[src/rtl/streamRuleMonPkg.sv]
package streamRuleMonPkg;
  typedef struct packed {
    logic rstViol;
    logic dropViol;
    logic holdChk;
    logic beat;
  } monStrobe_t;
endpackage

[src/rtl/streamRuleMonCtrl.sv]
module streamRuleMonCtrl
  import streamRuleMonPkg::*;
#(
  parameter bit ASYNC_RESET     = 1'b0,
  parameter bit VALID_INIT_ZERO = 1'b0
) (
  input  logic       clk,
  input  logic       linkRst,
  input  logic       tValid,
  input  logic       tReady,
  output monStrobe_t strobe
);
  // history of the link, with power-up values chosen as "reset was on"
  logic pastValid = 1'b0;
  logic prevRst   = 1'b1;
  logic stallQ    = 1'b0;
  logic exemptNow;
  logic rstRule;

  generate
    if (ASYNC_RESET) begin : g_async
      assign exemptNow = linkRst;
    end else begin : g_sync
      assign exemptNow = 1'b0;
    end
  endgenerate

  always_comb begin
    rstRule = pastValid ? prevRst : VALID_INIT_ZERO;
    strobe.rstViol  = tValid && (rstRule || exemptNow);
    strobe.dropViol = stallQ && !tValid && !exemptNow;
    strobe.holdChk  = stallQ && tValid && !exemptNow;
    strobe.beat     = tValid && tReady;
  end

  always_ff @(posedge clk) begin
    pastValid <= 1'b1;
    prevRst   <= linkRst;
    stallQ    <= tValid && !tReady && !linkRst;
  end

  // at most one class of rule is active in any cycle
  a_r7_one_rule: assert property (@(posedge clk) disable iff (!pastValid)
    $onehot0({strobe.rstViol, strobe.dropViol, strobe.holdChk}));

  // a stall entered while reset was high never arms the hold checks
  a_r6_rst_no_stall: assert property (@(posedge clk) disable iff (!pastValid)
    linkRst |=> !(strobe.dropViol || strobe.holdChk));
endmodule

[src/rtl/streamRuleMonData.sv]
module streamRuleMonData
  import streamRuleMonPkg::*;
#(
  parameter int DATA_W = 8,
  parameter int CNT_W  = 32
) (
  input  logic              clk,
  input  monStrobe_t        strobe,
  input  logic [DATA_W-1:0] tData,
  input  logic              tLast,
  input  logic              clearAll,
  output logic              errReset,
  output logic              errDrop,
  output logic              errPayload,
  output logic [CNT_W-1:0]  beatCount
);
  localparam int PAY_W = DATA_W + 1;

  logic [PAY_W-1:0] payNow;
  logic [PAY_W-1:0] payPrev  = '0;
  logic             flagRst  = 1'b0;
  logic             flagDrop = 1'b0;
  logic             flagPay  = 1'b0;
  logic [CNT_W-1:0] cnt      = '0;
  logic             live     = 1'b0;
  logic             payMiss;

  assign payNow  = {tLast, tData};
  assign payMiss = strobe.holdChk && (payNow != payPrev);

  always_ff @(posedge clk) begin
    live     <= 1'b1;
    payPrev  <= payNow;
    flagRst  <= (flagRst  && !clearAll) || strobe.rstViol;
    flagDrop <= (flagDrop && !clearAll) || strobe.dropViol;
    flagPay  <= (flagPay  && !clearAll) || payMiss;
    if (clearAll)         cnt <= '0;
    else if (strobe.beat) cnt <= cnt + 1'b1;
  end

  assign errReset   = flagRst;
  assign errDrop    = flagDrop;
  assign errPayload = flagPay;
  assign beatCount  = cnt;

  // flags stay set without a clear
  a_r8_sticky: assert property (@(posedge clk) disable iff (!live)
    (!clearAll && (flagRst || flagDrop || flagPay))
      |=> ({flagRst, flagDrop, flagPay} & $past({flagRst, flagDrop, flagPay}))
          == $past({flagRst, flagDrop, flagPay}));

  // a clear with no violation empties all flags
  a_r8_clear: assert property (@(posedge clk) disable iff (!live)
    (clearAll && !strobe.rstViol && !strobe.dropViol && !payMiss)
      |=> !(flagRst || flagDrop || flagPay));

  // accepted beat advances the counter by one
  a_r9_count_step: assert property (@(posedge clk) disable iff (!live)
    (strobe.beat && !clearAll) |=> cnt == $past(cnt) + 1'b1);

  // no beat, no clear, counter holds
  a_r9_count_hold: assert property (@(posedge clk) disable iff (!live)
    (!strobe.beat && !clearAll) |=> $stable(cnt));
endmodule

[src/rtl/streamRuleMon.sv]
module streamRuleMon
  import streamRuleMonPkg::*;
#(
  parameter int DATA_W          = 8,
  parameter int CNT_W           = 32,
  parameter bit ASYNC_RESET     = 1'b0,
  parameter bit VALID_INIT_ZERO = 1'b0
) (
  input  logic              clk,
  input  logic              linkRst,
  input  logic              tValid,
  input  logic              tReady,
  input  logic [DATA_W-1:0] tData,
  input  logic              tLast,
  input  logic              clearAll,
  output logic              errReset,
  output logic              errDrop,
  output logic              errPayload,
  output logic [CNT_W-1:0]  beatCount
);
  monStrobe_t strobe;

  streamRuleMonCtrl #(
    .ASYNC_RESET    (ASYNC_RESET),
    .VALID_INIT_ZERO(VALID_INIT_ZERO)
  ) ctrl (
    .clk    (clk),
    .linkRst(linkRst),
    .tValid (tValid),
    .tReady (tReady),
    .strobe (strobe)
  );

  streamRuleMonData #(
    .DATA_W(DATA_W),
    .CNT_W (CNT_W)
  ) data (
    .clk       (clk),
    .strobe    (strobe),
    .tData     (tData),
    .tLast     (tLast),
    .clearAll  (clearAll),
    .errReset  (errReset),
    .errDrop   (errDrop),
    .errPayload(errPayload),
    .beatCount (beatCount)
  );
endmodule

[config.mk]
export PLATFORM = sky130hd
export DESIGN_NAME = streamRuleMon
export DESIGN_NICKNAME = d
export VERILOG_FILES = /design/src/rtl/streamRuleMonPkg.sv /design/src/rtl/streamRuleMonCtrl.sv /design/src/rtl/streamRuleMonData.sv /design/src/rtl/streamRuleMon.sv
export SDC_FILE = /design/constraint.sdc
export NUM_CORES = 1
export LEC_CHECK = 0
export BUFFER_PORTS_ARGS = -buffer_cell sky130_fd_sc_hd__buf_2
export CAP_MARGIN = 25
export CORE_MARGIN = 3
export CORE_UTILIZATION = 45
export CTS_BUF_LIST = sky130_fd_sc_hd__clkbuf_16
export CTS_CLUSTER_DIAMETER = 40
export DETAILED_ROUTE_END_ITERATION = 10
export HOLD_SLACK_MARGIN = 0.1
export PLACE_DENSITY = 0.75
export REMOVE_ABC_BUFFERS = 1
export SYNTH_ARGS = -nofsm -noshare
export SYNTH_HDL_FRONTEND = slang
export SYNTH_SLANG_ARGS = --single-unit
[constraint.sdc]
create_clock -name clk -period 2.8 [get_ports clk]
set_input_delay 0.42 -clock clk [delete_from_list [all_inputs] [get_ports clk]]
set_output_delay 0.42 -clock clk [all_outputs]
set_load 0.03 [all_outputs]
Yosys cells after proc, flatten, opt, wreduce, memory -nomap -nowiden
Index checks and enable logic that the tools add are counted.
{ "word_totals": {"regBits": 46, "elab_cells": 26, "output_inout_bits": 35, "in_bits": 14} }
{ "classes": {"addsub": 1, "n_reduce_logical": 17, "eq_ne": 1} }
{ "ops": {"columns": ["cell", "n"], "rows": [
  ["adder 32 x 1 -> 32 bit, second input constant", 1],
  ["logical AND 1 bit", 10],
  ["inequality test 9 bit", 1],
  ["logical NOT 1 bit", 4],
  ["logical OR 1 bit", 3]
]} }

Longest topological paths before layout
{ "depth": {"ltp_word": 3, "depth_mapped": 7, "depth_no_buf": 5} }

Cells and area by module
From an unflattened synthesis, not the netlist that was laid out.
{ "hier_totals": {"hier_cells": 215, "hier_area_um2": 2015.7} }
{ "by_module_without_submodules": {"columns": ["module", "seq_area_each_um2", "instances", "area_per_inst_um2", "cells_each"], "rows": [
  ["streamRuleMonData", 880.8, 1, 1934.4, 208],
  ["streamRuleMonCtrl", 40.0, 1, 81.3, 7]
]} }

Worst setup path after synthesis
OpenSTA, ideal clock, no wires.
{ "synth_path": {"path_kind": "register to register", "from": "register data.cnt[0], in the netlist data.beatCount[0]", "to": "register data.cnt[20], in the netlist data.beatCount[20]", "path_stages_with_launch": 7, "arrival_time_ps": 2116, "setup_time_ps": 121, "required_time_ps": 2679, "slack_ps": 564, "path_cell_list": "dfxtp_1 > ha_1 > nand3_1 > or4_1 > clkbuf_1 > nor4_1 > mux2_2"} }
{ "synth_via": {"elab_chain_len": 1} }
{ "synth_lines": {"columns": ["element", "line_no", "rtl"], "rows": [
  ["start, declared", "streamRuleMonData.sv:24", "logic [CNT_W-1:0] cnt = '0;"],
  ["start signal, assigned", "streamRuleMonData.sv:38", "else if (strobe.beat) cnt <= cnt + 1'b1;"],
  ["adder 32 x 1 -> 32 bit", "streamRuleMonData.sv:38", null]
]} }
No other way between the ends.
A chain may end at the register's enable or synchronous reset.

Worst setup path after layout
Ends and elaborated chain as after synthesis.

==> results.cfg <==
[timing]
fin_setup_tns_ps = 0
hold_violations = 0
fmax_mhz = 405.3
setup_violations = 0
finalCritPeriodShare = 0.8813
tightest_slew_ps = 646.0
drv_slew = 0
slew-limit-headroom = 0.5693
rsz0062_at_grt = false
fin_skew_ps = 5.142
fin_crit_ps = 2468
whs_ps = 243.2

[clock_network]
cts.path.max_buffers = 2
cts_max_level = 2
cts_setup_buffers = 0
cts-resized-gates = 0
clkSlewWorstSetupHoldPaths_ps = 70
cts_root_buf = clkbuf_16
cts.sinks = 46
numCtsBuffers = 5
cts_tree = done
clk_latency_ps = 290
ctsHoldBuffers = 0

[synthesis]
mappedNetlistArea_mm2 = 0.001928
syn_avg_cell_area_um2 = 8.926
synth_top_area_frac = 0.4776
synth_seq_cells = 46
synth_area_leaders = dfxtp_1, xnor2_1, or4_1
synth_edf_count = 0
yosysWarnings = 0
ys_types = 30
synth_commonest_cells = dfxtp_1, a21oi_1, or4_1
ys.flop_type = dfxtp_1
ys_seq_area_frac = 0.4776
synthArstFlopShare = 0
synthCells = 216
synth.most_common_cell = dfxtp_1
yosysTopAreaCell = dfxtp_1

[setup_path]
path_buf_inv = 0
cp_slowest_stage_delay_ps = 760
cp_slowest_cell = or4_1
critPathKind = register to register
worst_ep_arrival_time_ps = 2640
cp_top_family = simple AND/OR/NAND/NOR gates
r2r_slack_ps = 330
path_cells = ha_1, nand3_1, or4_1, nor4_1, mux2_2
worstReg2RegEnd = data.beatCount[20]$_SDFFE_PP0P_
cp-end-kind = register
start_kind = register
r2r_start = data.beatCount[0]$_SDFFE_PP0P_
reg2regPathDepth = 5
crit_required_ps = 2980
critPathMaxFanout = 20

[global_routing]
grt_pass1_wl_um = 6796
grt_pass1_vias = 1522
grt_use_total = 0.1622
grt_overflow = 0
grt_max_degree = 37
antenna_found_initial = 0

[floorplan]
die_h_um = 71.46
row_count = 23
die_w_um = 71.46
io_pins = 49
initial_utilization = 0.4752
core_mm2 = 0.004058
die_area_mm2 = 0.005106

[cells_and_area]
n_antenna_cell = 0
fillCellCount = 370
drive_gt1_frac = 0.2317
final_nets = 273
final_cell_count_no_fill = 309
area_growth_pct = 20.44
utilization = 0.5723

[power]
vdd_ir_drop_max_v = 0.0004290
power_density_mw_per_mm2 = 577.0
power.leakage_nw = 0.8684
power_mw = 1.340

[worst_hold_path]
holdPathEnd = ctrl.prevRst$_DFF_P_
hp-class = primary input to register
worstHoldStart = linkRst
min_path_cells = 1

[drt]
viasPerCell = 5.505
drcViolationCount = 0
wl_per_cell_um = 13.05
drt_wl_total_um = 4032
dr_total_vias = 1701
drtAntennaViolNets = 0
first_iter_violations = 97
dr.pass1.iters = 5

[placement]
dp.cells = 301
hpwl_um = 2756
gp_congestion = 0.7379
io_buffers = 48

[status]
outcome = finished clean

[run]
cap_violations = 0
[final cells by class]
cell class	count	area [µm²]	share of cell area
Sequential cell	46	920.9	0.3966
Tap cell	50	62.56	0.02694
Timing Repair Buffer	48	240.2	0.1034
Clock buffer	5	125.1	0.05388
Clock inverter	3	26.28	0.01131
Inverter	11	41.29	0.01778
Multi-Input combinational cell	146	905.9	0.3901
[cell usage in the layout (no fill, tap or decap)]
| master | netlist | layout |
|---|---|---|
| nor4_1 | 2 | 2 |
| inv_6 | 0 | 3 |
| xnor2_1 | 14 | 14 |
| nor3b_1 | 1 | 1 |
| nand4_2 | 1 | 1 |
| and3_1 | 2 | 2 |
| inv_1 | 11 | 11 |
| o22ai_1 | 2 | 2 |
| nand3_2 | 1 | 1 |
| nand2_1 | 14 | 14 |
| o21ai_0 | 9 | 9 |
| mux2_2 | 1 | 1 |
| buf_2 | 0 | 48 |
| dfxtp_1 | 46 | 46 |
| clkbuf_16 | 0 | 5 |
| o31ai_1 | 14 | 14 |
| nand3_1 | 10 | 10 |
| nor2b_1 | 1 | 1 |
| a21oi_1 | 23 | 23 |
| nor3_1 | 4 | 4 |
| or4_4 | 1 | 1 |
| or3_1 | 8 | 8 |
| or4_1 | 16 | 16 |
| ha_1 | 1 | 1 |
| xor2_1 | 3 | 3 |
| nor2_1 | 10 | 10 |
| and2_1 | 1 | 1 |
| and4_1 | 1 | 1 |
| nand4_1 | 6 | 6 |
[kinds of logic (layout without fill, tap and decap cells)]
logic type,count (synthesis),in the layout,synth area share
flip-flops,46,46,0.4776
multiplexers,1,1,0.005840
buffers and inverters,24,67,0.05256
XOR/XNOR,17,17,0.07723
AND/OR/NAND/NOR,79,79,0.2362
adder cells (fa/ha/maj),1,1,0.006488
AO/OA/AOI/OAI,48,48,0.1441
[worst max-delay path by stage]
stage | from | depth (start not counted) | to | slack, ps
finish | data.beatCount[0]$_SDFFE_PP0P_ | 5 | data.beatCount[20]$_SDFFE_PP0P_ | 330
global route | data.beatCount[0]$_SDFFE_PP0P_ | 5 | data.beatCount[20]$_SDFFE_PP0P_ | 140
CTS | data.beatCount[0]$_SDFFE_PP0P_ | 5 | data.beatCount[20]$_SDFFE_PP0P_ | 360
detailed placement | tValid | 5 | data.beatCount[20]$_SDFFE_PP0P_ | 320
global placement | tValid | 5 | data.beatCount[20]$_SDFFE_PP0P_ | 420
floorplan | data.beatCount[0]$_SDFFE_PP0P_ | 5 | data.beatCount[20]$_SDFFE_PP0P_ | 460
[power by group]
group / switching [mW] / total, mW / internal, mW
combinational: 0.0347 / 0.0572 / 0.0225
sequential: 0.00769 / 0.675 / 0.667
clock: 0.267 / 0.608 / 0.340
total: 0.310 / 1.34 / 1.03
[through the flow]
| stage | instance area, µm² | setup WS, ps |
|---|---|---|
| after CTS | 2322 | 356.4 |
| after global placement | 2171 | 423.6 |
| after detailed placement | 2171 | 320.7 |
| after global routing | 2322 | 144.4 |
| final | 2322 | 332.5 |
| after floorplan | 1868 | 460.5 |
[state kept, by name, summed over array words and instances, names as in the netlist]
name	count
data.errPayload	1
ctrl.prevRst	1
data.payPrev	9
data.beatCount	32
data.errReset	1
ctrl.stallQ	1
data.errDrop	1
[per-layer routing]
metal	global-route usage	part of all wire	up-vias
met3	0.05049	0.065	7
li1	-	-	869
met4	0.04802	0.013	0
met2	0.2673	0.46	49
met1	0.2041	0.46	776
met5	0	0	-
Power figures use the tool's default switching activity.
